--- src/rtl/mdio_rd_pkg.sv ---
package mdio_rd_pkg;

  typedef enum logic [2:0] {
    ST_IDLE,
    ST_PRE,
    ST_HDR,
    ST_TA,
    ST_DATA
  } mrd_state_e;

  localparam logic [1:0] SOF_BITS = 2'b01;
  localparam logic [1:0] RD_OP    = 2'b10;

endpackage

--- src/rtl/mdio_rd_mdcgen.sv ---
module mdio_rd_mdcgen #(
  parameter int HALF_DIV = 4
) (
  input  logic clk,
  input  logic rst_n,
  input  logic run,
  output logic mdc,
  output logic rise_p,
  output logic fall_p
);

  localparam int CW = (HALF_DIV > 1) ? $clog2(HALF_DIV) : 1;

  logic [CW-1:0] cnt_q, cnt_d;
  logic          mdc_q, mdc_d;
  logic          wrap;

  assign wrap = (cnt_q == CW'(HALF_DIV - 1));

  always_comb begin
    cnt_d = cnt_q;
    mdc_d = mdc_q;
    if (!run) begin
      cnt_d = '0;
      mdc_d = 1'b0;
    end else if (wrap) begin
      cnt_d = '0;
      mdc_d = ~mdc_q;
    end else begin
      cnt_d = cnt_q + CW'(1);
    end
  end

  always_ff @(posedge clk or negedge rst_n) begin
    if (!rst_n) begin
      cnt_q <= '0;
      mdc_q <= 1'b0;
    end else begin
      cnt_q <= cnt_d;
      mdc_q <= mdc_d;
    end
  end

  assign mdc    = mdc_q;
  assign rise_p = run & wrap & ~mdc_q;
  assign fall_p = run & wrap &  mdc_q;


  rise_sets_mdc_chk: assert property (@(posedge clk) disable iff (!rst_n)
    rise_p |=> mdc);

  fall_clears_mdc_chk: assert property (@(posedge clk) disable iff (!rst_n)
    fall_p |=> !mdc);

endmodule

--- src/rtl/mdio_rd_fsm.sv ---
module mdio_rd_fsm
  import mdio_rd_pkg::*;
#(
  parameter int PRE_LEN = 32,
  parameter int AW      = 5,
  parameter int DW      = 16
) (
  input  logic          clk,
  input  logic          rst_n,
  input  logic          cmd_wr,
  input  logic [AW-1:0] cmd_phy,
  input  logic [AW-1:0] cmd_reg,
  input  logic          rise_p,
  input  logic          fall_p,
  input  logic          mdio_i,
  output logic          busy,
  output logic          accept,
  output logic          done,
  output logic [DW-1:0] rx_data,
  output logic          mdio_o,
  output logic          mdio_oe
);

  localparam int HDR_W = 4 + 2 * AW;
  localparam int MAXL  = (PRE_LEN > HDR_W) ? ((PRE_LEN > DW) ? PRE_LEN : DW)
                                           : ((HDR_W > DW) ? HDR_W : DW);
  localparam int CNT_W = $clog2(MAXL + 1);

  mrd_state_e       state_q, state_d;
  logic [CNT_W-1:0] cnt_q, cnt_d;
  logic [HDR_W-1:0] tx_q, tx_d;
  logic [DW-1:0]    rx_q, rx_d;
  logic             mdo_q, mdo_d;
  logic             oe_q, oe_d;

  always_comb begin
    state_d = state_q;
    cnt_d   = cnt_q;
    tx_d    = tx_q;
    rx_d    = rx_q;
    mdo_d   = mdo_q;
    oe_d    = oe_q;
    done    = 1'b0;
    unique case (state_q)
      ST_IDLE: begin
        if (cmd_wr) begin
          state_d = ST_PRE;
          cnt_d   = '0;
          tx_d    = {SOF_BITS, RD_OP, cmd_phy, cmd_reg};
          mdo_d   = 1'b1;
          oe_d    = 1'b1;
        end
      end
      ST_PRE: begin
        if (fall_p) begin
          if (cnt_q == CNT_W'(PRE_LEN - 1)) begin
            state_d = ST_HDR;
            cnt_d   = '0;
            mdo_d   = tx_q[HDR_W-1];
            tx_d    = {tx_q[HDR_W-2:0], 1'b0};
          end else begin
            cnt_d = cnt_q + CNT_W'(1);
          end
        end
      end
      ST_HDR: begin
        if (fall_p) begin
          if (cnt_q == CNT_W'(HDR_W - 1)) begin
            state_d = ST_TA;
            cnt_d   = '0;
            mdo_d   = 1'b0;
            oe_d    = 1'b0;
          end else begin
            cnt_d = cnt_q + CNT_W'(1);
            mdo_d = tx_q[HDR_W-1];
            tx_d  = {tx_q[HDR_W-2:0], 1'b0};
          end
        end
      end
      ST_TA: begin
        // the PHY's leading bit arrives in the second period and is not sampled
        if (fall_p) begin
          if (cnt_q == CNT_W'(1)) begin
            state_d = ST_DATA;
            cnt_d   = '0;
          end else begin
            cnt_d = cnt_q + CNT_W'(1);
          end
        end
      end
      ST_DATA: begin
        if (rise_p) rx_d = {rx_q[DW-2:0], mdio_i};
        if (fall_p) begin
          if (cnt_q == CNT_W'(DW - 1)) begin
            state_d = ST_IDLE;
            cnt_d   = '0;
            done    = 1'b1;
          end else begin
            cnt_d = cnt_q + CNT_W'(1);
          end
        end
      end
      default: state_d = ST_IDLE;
    endcase
  end

  always_ff @(posedge clk or negedge rst_n) begin
    if (!rst_n) begin
      state_q <= ST_IDLE;
      cnt_q   <= '0;
      tx_q    <= '0;
      rx_q    <= '0;
      mdo_q   <= 1'b0;
      oe_q    <= 1'b0;
    end else begin
      state_q <= state_d;
      cnt_q   <= cnt_d;
      tx_q    <= tx_d;
      rx_q    <= rx_d;
      mdo_q   <= mdo_d;
      oe_q    <= oe_d;
    end
  end

  assign busy    = (state_q != ST_IDLE);
  assign accept  = cmd_wr & (state_q == ST_IDLE);
  assign rx_data = rx_q;
  assign mdio_o  = mdo_q;
  assign mdio_oe = oe_q;


  pad_moves_on_fall_chk: assert property (@(posedge clk) disable iff (!rst_n)
    !(fall_p || accept) |=> ($stable(mdio_o) && $stable(mdio_oe)));

  released_in_reply_chk: assert property (@(posedge clk) disable iff (!rst_n)
    (state_q == ST_TA || state_q == ST_DATA) |-> !mdio_oe);

  driven_in_preamble_chk: assert property (@(posedge clk) disable iff (!rst_n)
    (state_q == ST_PRE) |-> (mdio_oe && mdio_o));

endmodule

--- src/rtl/mdio_rd_cmdreg.sv ---
module mdio_rd_cmdreg #(
  parameter int DW = 16
) (
  input  logic          clk,
  input  logic          rst_n,
  input  logic          cmd_wr,
  input  logic          cmd_ie,
  input  logic          busy,
  input  logic          accept,
  input  logic          done,
  input  logic [DW-1:0] rx_data,
  output logic [DW-1:0] rd_data,
  output logic          rdy,
  output logic          irq
);

  logic          ie_q, ie_d;
  logic          rdy_q, rdy_d;
  logic          irq_q, irq_d;
  logic [DW-1:0] data_q;
  logic          data_en;

  assign data_en = done;

  always_comb begin
    ie_d  = ie_q;
    rdy_d = rdy_q;
    irq_d = irq_q;
    if (accept) begin
      ie_d  = cmd_ie;
      rdy_d = 1'b0;
      irq_d = 1'b0;
    end else if (done) begin
      rdy_d = 1'b1;
      irq_d = ie_q;
    end
  end

  always_ff @(posedge clk or negedge rst_n) begin
    if (!rst_n) begin
      ie_q  <= 1'b0;
      rdy_q <= 1'b0;
      irq_q <= 1'b0;
    end else begin
      ie_q  <= ie_d;
      rdy_q <= rdy_d;
      irq_q <= irq_d;
    end
  end

  always_ff @(posedge clk or negedge rst_n) begin
    if (!rst_n) begin
      data_q <= '0;
    end else if (data_en) begin
      data_q <= rx_data;
    end
  end

  assign rd_data = data_q;
  assign rdy     = rdy_q;
  assign irq     = irq_q;


  rdy_after_done_chk: assert property (@(posedge clk) disable iff (!rst_n)
    done |=> rdy);

  irq_implies_rdy_chk: assert property (@(posedge clk) disable iff (!rst_n)
    irq |-> rdy);

  busy_cmd_ignored_chk: assert property (@(posedge clk) disable iff (!rst_n)
    (cmd_wr && busy) |=> ($stable(ie_q) && !$rose(rdy)));

endmodule

--- src/rtl/mdio_rd_master.sv ---
module mdio_rd_master #(
  parameter int HALF_DIV = 4,
  parameter int PRE_LEN  = 32,
  parameter int AW       = 5,
  parameter int DW       = 16
) (
  input  logic          clk,
  input  logic          rst_n,
  input  logic          cmd_wr,
  input  logic [AW-1:0] cmd_phy,
  input  logic [AW-1:0] cmd_reg,
  input  logic          cmd_ie,
  output logic          busy,
  output logic          rdy,
  output logic          irq,
  output logic [DW-1:0] rd_data,
  output logic          mdc,
  input  logic          mdio_i,
  output logic          mdio_o,
  output logic          mdio_oe
);

  logic [1:0]    rst_sync_q;
  logic          rst_n_s;
  logic          rise_p, fall_p;
  logic          accept, done;
  logic [DW-1:0] rx_data;

  always_ff @(posedge clk or negedge rst_n) begin
    if (!rst_n) rst_sync_q <= 2'b00;
    else        rst_sync_q <= {rst_sync_q[0], 1'b1};
  end
  assign rst_n_s = rst_sync_q[1];

  mdio_rd_mdcgen #(.HALF_DIV(HALF_DIV)) u_mdc (
    .clk    (clk),
    .rst_n  (rst_n_s),
    .run    (busy),
    .mdc    (mdc),
    .rise_p (rise_p),
    .fall_p (fall_p)
  );

  mdio_rd_fsm #(.PRE_LEN(PRE_LEN), .AW(AW), .DW(DW)) u_fsm (
    .clk     (clk),
    .rst_n   (rst_n_s),
    .cmd_wr  (cmd_wr),
    .cmd_phy (cmd_phy),
    .cmd_reg (cmd_reg),
    .rise_p  (rise_p),
    .fall_p  (fall_p),
    .mdio_i  (mdio_i),
    .busy    (busy),
    .accept  (accept),
    .done    (done),
    .rx_data (rx_data),
    .mdio_o  (mdio_o),
    .mdio_oe (mdio_oe)
  );

  mdio_rd_cmdreg #(.DW(DW)) u_reg (
    .clk     (clk),
    .rst_n   (rst_n_s),
    .cmd_wr  (cmd_wr),
    .cmd_ie  (cmd_ie),
    .busy    (busy),
    .accept  (accept),
    .done    (done),
    .rx_data (rx_data),
    .rd_data (rd_data),
    .rdy     (rdy),
    .irq     (irq)
  );


  mdc_idle_low_chk: assert property (@(posedge clk) disable iff (!rst_n_s)
    !busy |-> !mdc);

  done_ends_busy_chk: assert property (@(posedge clk) disable iff (!rst_n_s)
    done |=> !busy);

endmodule

--- config.mk ---
export PLATFORM = sky130hd
export DESIGN_NAME = mdio_rd_master
export DESIGN_NICKNAME = d
export VERILOG_FILES = /design/src/rtl/mdio_rd_pkg.sv /design/src/rtl/mdio_rd_mdcgen.sv /design/src/rtl/mdio_rd_fsm.sv /design/src/rtl/mdio_rd_cmdreg.sv /design/src/rtl/mdio_rd_master.sv
export SDC_FILE = /design/constraint.sdc
export NUM_CORES = 1
export LEC_CHECK = 0
export ABC_AREA = 1
export ABC_CLOCK_PERIOD_IN_PS = 2600
export BUFFER_PORTS_ARGS = -buffer_cell sky130_fd_sc_hd__buf_2
export CORE_ASPECT_RATIO = 1.25
export CORE_MARGIN = 2
export CORE_UTILIZATION = 43
export DETAILED_ROUTE_END_ITERATION = 16
export GPL_TIMING_DRIVEN = 0
export SLEW_MARGIN = 20
export SYNTH_ARGS = -nofsm -noshare
export SYNTH_HDL_FRONTEND = slang
export SYNTH_SLANG_ARGS = --single-unit
--- constraint.sdc ---
create_clock -name clk -period 2.6 [get_ports clk]
set_input_delay 0.52 -clock clk [delete_from_list [all_inputs] [get_ports clk]]
set_output_delay 0.52 -clock clk [all_outputs]
set_load 0.01 [all_outputs]
* Word level (Yosys, flattened, before mapping)
Cells that the tools add are included.
Widths: inputs -> output; s select.
** Storage, ports and cells
- Register bits :: 65
- Latch bits :: 0
- Memory bits (writable) :: 0
- Bits in read-only memories :: 0
- Input bits :: 15
- Output and inout port bits :: 22
- Logic and storage cells :: 98
- Memories :: 0
** Cells by class
- $add $sub $neg :: 2
- Multiply operators :: 0
- Divide/modulo/power cells :: 0
- Order comparisons :: 0
- Equal/unequal tests :: 20
- Shifts and indexed selects :: 0
- Muxes and demuxes :: 46
- Bitwise operators :: 5
- Reduce and logical (&&, ||, !) cells :: 12
** Operator list (count)
- $mux 14 :: 5
- $mux 6 :: 9
- $pmux 14 s3 :: 1
- $pmux 6 s5 :: 1
- $mux 3 :: 9
- $mux 1 :: 16
- $pmux 3 s5 :: 1
- $ne 2x2->1 const B :: 7
- $eq 6x4->1 const B :: 2
- $reduce_and 6->1 :: 2
- $reduce_and 9->1 :: 1
- $ne 2x1->1 const B :: 4
- $add 6x1->6 const B :: 1
- $eq 3x2->1 const B :: 2
- $eq 6x1->1 const B :: 1
- $eq 6x5->1 const B :: 1
- $reduce_bool 3->1 :: 2
- $reduce_and 5->1 :: 1
- $reduce_bool 5->1 :: 1
- $and 1x1->1 :: 4
- $mux 2 :: 2
- $reduce_and 4->1 :: 1
- $reduce_bool 2->1 :: 2
- $eq 3x1->1 const B :: 1
- other kinds (8) :: 8

* Depth between registers and ports, before layout
- Depth after elaboration :: 7
- Gate-level depth with buffers :: 11

* Hierarchy
A second synthesis with hierarchy kept.
** Second synthesis, totals
- Cell total of the unflattened synthesis :: 351
- Area total of the unflattened synthesis :: 3075.4 um2
** Modules (own cells, without submodules)
- mdio_rd_fsm :: instances 1, cells an instance 251, area each 2147.1 um2, sequential area each 1026.0 um2
- mdio_rd_cmdreg :: instances 1, cells an instance 81, area each 739.5 um2, sequential area each 475.5 um2
- mdio_rd_mdcgen :: instances 1, cells an instance 16, area each 135.1 um2, sequential area each 75.1 um2
- mdio_rd_master :: instances 1, cells an instance 3, area each 53.8 um2, sequential area each 50.0 um2

* Least setup slack after synthesis
No wires, ideal clock.
- Kind :: register -> register
- Start point :: reg u_fsm.cnt_q[0]
- End point :: reg u_fsm.tx_q[0]
- Library setup time :: 0.117 ns
- Arrival :: 1.447 ns
- Path slack :: 1.036 ns
- Cell stages (with the launch flop) :: 12
- Buffers on the path :: 1
- Cell sequence :: dfrtp_1 -> ha_1 -> nand2_1 -> nor2_2 -> nand3_1 -> o21ai_2 -> inv_2 -> nor2_8 -> nand2_4 -> buf_6 -> nand2_1 -> nand2_1
** On the way
- Word-level cells in the longest chain between the ends :: 3
** Ends and longest elaborated chain
- from (decl) :: RTL line mdio_rd_fsm.sv:30 : logic [CNT_W-1:0] cnt_q, cnt_d;
- from (signal assigned) :: RTL line mdio_rd_fsm.sv:117 : cnt_q <= cnt_d;
- $eq 6x4->1 or $eq 6x5->1 (tied branches) :: RTL line mdio_rd_fsm.sv:68, mdio_rd_fsm.sv:56
- $ne 2x2->1 (no line) or $ne 2x1->1 (tied branches)
- $reduce_and 6->1 (no line) *
- to (signal assigned) :: RTL line mdio_rd_fsm.sv:118 : tx_q <= tx_d;
- to (decl) :: RTL line mdio_rd_fsm.sv:31 : logic [HDR_W-1:0] tx_q, tx_d;
Mark *: on every way between the ends. The rest lies on a longest branch, timed or not.
A chain may end at the register's enable or synchronous reset.

* Worst setup path after layout
- Start point :: reg u_fsm.cnt_q[0]
- End point :: reg u_reg.data_q[2], in the netlist u_reg.rd_data[2]
** On the way
- Word-level cells in the longest chain between the ends :: 4
** Ends and longest elaborated chain
- $eq 6x4->1 :: RTL line mdio_rd_fsm.sv:94 : if (cnt_q == CNT_W'(DW - 1)) begin
- $mux 1 :: RTL line mdio_rd_fsm.sv:94
- $mux 1 :: RTL line mdio_rd_fsm.sv:93 : if (fall_p) begin
- $mux 1 :: RTL line mdio_rd_fsm.sv:44 : unique case (state_q)
- to (signal assigned) :: RTL line mdio_rd_cmdreg.sv:55 : data_q <= rx_data;
- to (decl) :: RTL line mdio_rd_cmdreg.sv:20 : logic [DW-1:0] data_q;
Every way passes these cells.

==> impl_metrics.py <==
metrics = {
    "status": {
        "status": "finished, final reports clean",
    },
    "setup_path": {
        "arrival_ns": 2.13,
        "required_ns": 2.82,
        "cp-end-kind": "register",
        "crit_slowest_cell": "dfrtp_1",
        "crit_family": "simple AND/OR/NAND/NOR gates",
        "cpMostUsedCell": "nand2_1",
        "worstPathBufferInverterCount": 1,
        "cp_slowest_stage_delay_ns": 0.46,
        "startpoint_type": "register",
        "path_cells": "ha_1 > nand2_1 > nor2_2 > nand2_1 > nor2_2 > nand2_2 > buf_2 > nand2_1 > o21ai_1",
        "worst-path-max-fanout": 10,
        "path_class": "register to register",
    },
    "global_route": {
        "met2_usage_pct": 32.3,
        "grt_pass1_vias": 2708,
        "antenna_found_initial": 0,
        "grtUsageMet3_pct": 3.85,
        "gr-usage-all-layers_pct": 19.4,
        "grt_util_met1_pct": 24.9,
        "grt_max_degree": 50,
        "busiest_layer": "met2",
        "grt_overflow": 0,
        "grt_pass1_wl_mm": 12.3,
    },
    "timing": {
        "final_hold_viol_count": 0,
        "finalSetupViolCount": 0,
        "min_period_over_period_pct": 73.3,
        "whs_ns": 0.192,
        "finalClockSkew_ns": 0.0130,
        "rsz0062_at_grt": "false",
        "drv_slew": 0,
        "fmax_mhz": 525,
        "period_needed_ns": 1.91,
    },
    "floorplanning": {
        "core.rowCount": 35,
        "start_util_pct": 44.1,
        "ioPinCount": 37,
        "die_w_um": 81.4,
        "die_area_um2": 8210,
        "coreArea_um2": 7310,
        "die_y_um": 101,
    },
    "cts": {
        "cts.htree.levels": 3,
        "cts_buffer_depth": 2,
        "clk_pin_slew_worst_paths_ns": 0.08,
        "ctsResizeCount": 0,
        "cts-root-buf": "clkbuf_8",
        "clock_latency_ns": 0.35,
        "cts_setup_buffers": 0,
        "clock_sinks": 65,
        "cts_tree": "done",
        "hold_buffers": 1,
        "cts_inserted_buffers": 9,
    },
    "synthesis": {
        "synth_top_area_share_pct": 50.5,
        "syn_area_um2": 3220,
        "synth_cell_types": 28,
        "yosysTopAreaCell": "dfrtp_1",
        "ys_top_cells_by_area": "dfrtp_1, nand2_1, nand3_1",
        "syn_inst": 407,
        "syn_avg_cell_area_um2": 7.92,
        "syn_nets": 425,
        "synth_seq_cells": 65,
        "synth_warnings": 0,
        "ys_seq_area_share_pct": 50.5,
    },
    "layout": {
        "area_growth_pct": 15.7,
        "final_cells": 553,
        "n_antenna_cell": 0,
        "drive_gt1_share_pct": 20.0,
        "nNetsFinal": 474,
        "fin_area_um2": 3730,
        "final_cell_mix": "nand2_1, dfrtp_1, buf_2",
        "layout_commonest_cell": "nand2_1",
    },
    "place": {
        "place_hpwl_mm": 5.05,
        "port_buffers": 36,
        "dpl.cell_count": 536,
        "gp_congestion": 0.823,
        "place_area_um2": 3550,
    },
    "min_path": {
        "hold_class": "register to asynchronous set/reset pin",
    },
    "run": {
        "maxCapViolCount": 0,
    },
    "pwr": {
        "power_density_nw_per_um2": 985,
        "p_total_w": 0.00367,
        "vdd_drop_max_mv": 0.406,
        "p_leak_nw": 1.95,
    },
    "drt": {
        "postRouteAntennaNets": 0,
        "wire_per_inst_um": 12.7,
        "drcViolationCount": 0,
        "vias": 2737,
        "first_pass_iters": 4,
        "drt-initial-drc-count": 154,
        "drt-total-wl_mm": 7.03,
        "via_per_inst": 4.95,
    },
}
state kept, by name (all words and copies together) (netlist names):
name / flops
u_fsm.rx_data: 16
u_reg.rd_data: 16
u_fsm.tx_q: 14
u_fsm.cnt_q: 6
u_fsm.state_q: 3
rst_sync_q: 2
u_mdc.cnt_q: 2
u_fsm.mdio_o: 1
u_fsm.mdio_oe: 1
u_mdc.mdc: 1
u_reg.ie_q: 1
u_reg.irq: 1
u_reg.rdy: 1
cell usage after synthesis:
cell type,count
nand4_1,9
buf_2,6
nor2_1,20
conb_1,1
o211ai_2,1
inv_1,35
nand2_4,3
buf_4,3
nor2_8,1
inv_4,1
dfrtp_1,65
clkbuf_1,3
nand3_1,37
nand3_4,1
a21oi_1,3
o21bai_1,1
ha_1,3
o21ai_0,21
buf_6,1
nand2_1,153
o21ai_2,1
inv_2,5
or2_2,2
nand2_2,5
nand3b_1,3
o21ai_1,15
nor2_2,4
nor2_4,4
routing by layer:
layer,routed length (um),up-vias
met4,87,0
met1,3150,1300
met3,240,7
met2,3550,48
met5,0,-
li1,-,1382
path summary, 6_finish.rpt:
| kind | depth (start not counted) | end | slack, ns | start |
|---|---|---|---|---|
| setup / recovery | 9 | u_reg.rd_data[2]$_DFFE_PN0P_ | 0.69 | u_fsm.cnt_q[0]$_DFFE_PN0P_ |
| hold / removal | 0 | u_fsm.tx_q[5]$_DFFE_PN0P_ | 0.19 | rst_sync_q[1]$_DFF_PN0_ |
| setup reg to reg | 9 | u_reg.rd_data[2]$_DFFE_PN0P_ | 0.69 | u_fsm.cnt_q[0]$_DFFE_PN0P_ |
| hold reg to reg | 0 | u_fsm.tx_q[5]$_DFFE_PN0P_ | 0.19 | rst_sync_q[1]$_DFF_PN0_ |
| max in group asynchronous | 1 | u_reg.rd_data[0]$_DFFE_PN0P_ | 1.88 | rst_sync_q[1]$_DFF_PN0_ |
| min in group clk | 0 | rst_sync_q[1]$_DFF_PN0_ | 0.36 | rst_sync_q[0]$_DFF_PN0_ |
cell families (layout without fill, tap and decap cells):
family,Yosys count,in the layout,synth area share [%]
AND/OR/NAND/NOR,242,242,34.1
AO/OA/AOI/OAI,42,42,6.95
other,1,1,0.116
buffers and inverters,54,108,7.18
adder cells (fa/ha/maj),3,3,1.17
flip-flops,65,65,50.5
metrics by stage:
stage / setup slack [ns] / TNS [ns] / util, %
floorplan: 0.656 / 0 / -
global placement: -0.129 / -7.92 / 48.1
detailed placement: 0.686 / 0 / 48.5
CTS: 0.670 / 0 / 51.0
global route: 0.464 / 0 / 51.0
finish: 0.694 / 0 / 51.0
power by group:
group	switching (W)	internal (W)
sequential	0.000144	0.00121
combinational	0.00103	0.000526
clock	0.000418	0.000343
total	0.00159	0.00208
cell type report:
cell class | count | area, um2
Buffer | 13 | 75.1
Clock buffer | 9 | 124
Clock inverter | 7 | 46.3
Fill cell | 720 | 3580
Inverter | 41 | 156
Multi-Input combinational cell | 288 | 1360
Sequential cell | 65 | 1630
Tap cell | 92 | 115
Timing Repair Buffer | 38 | 218
No activity file was read; power rests on OpenSTA's default activity.
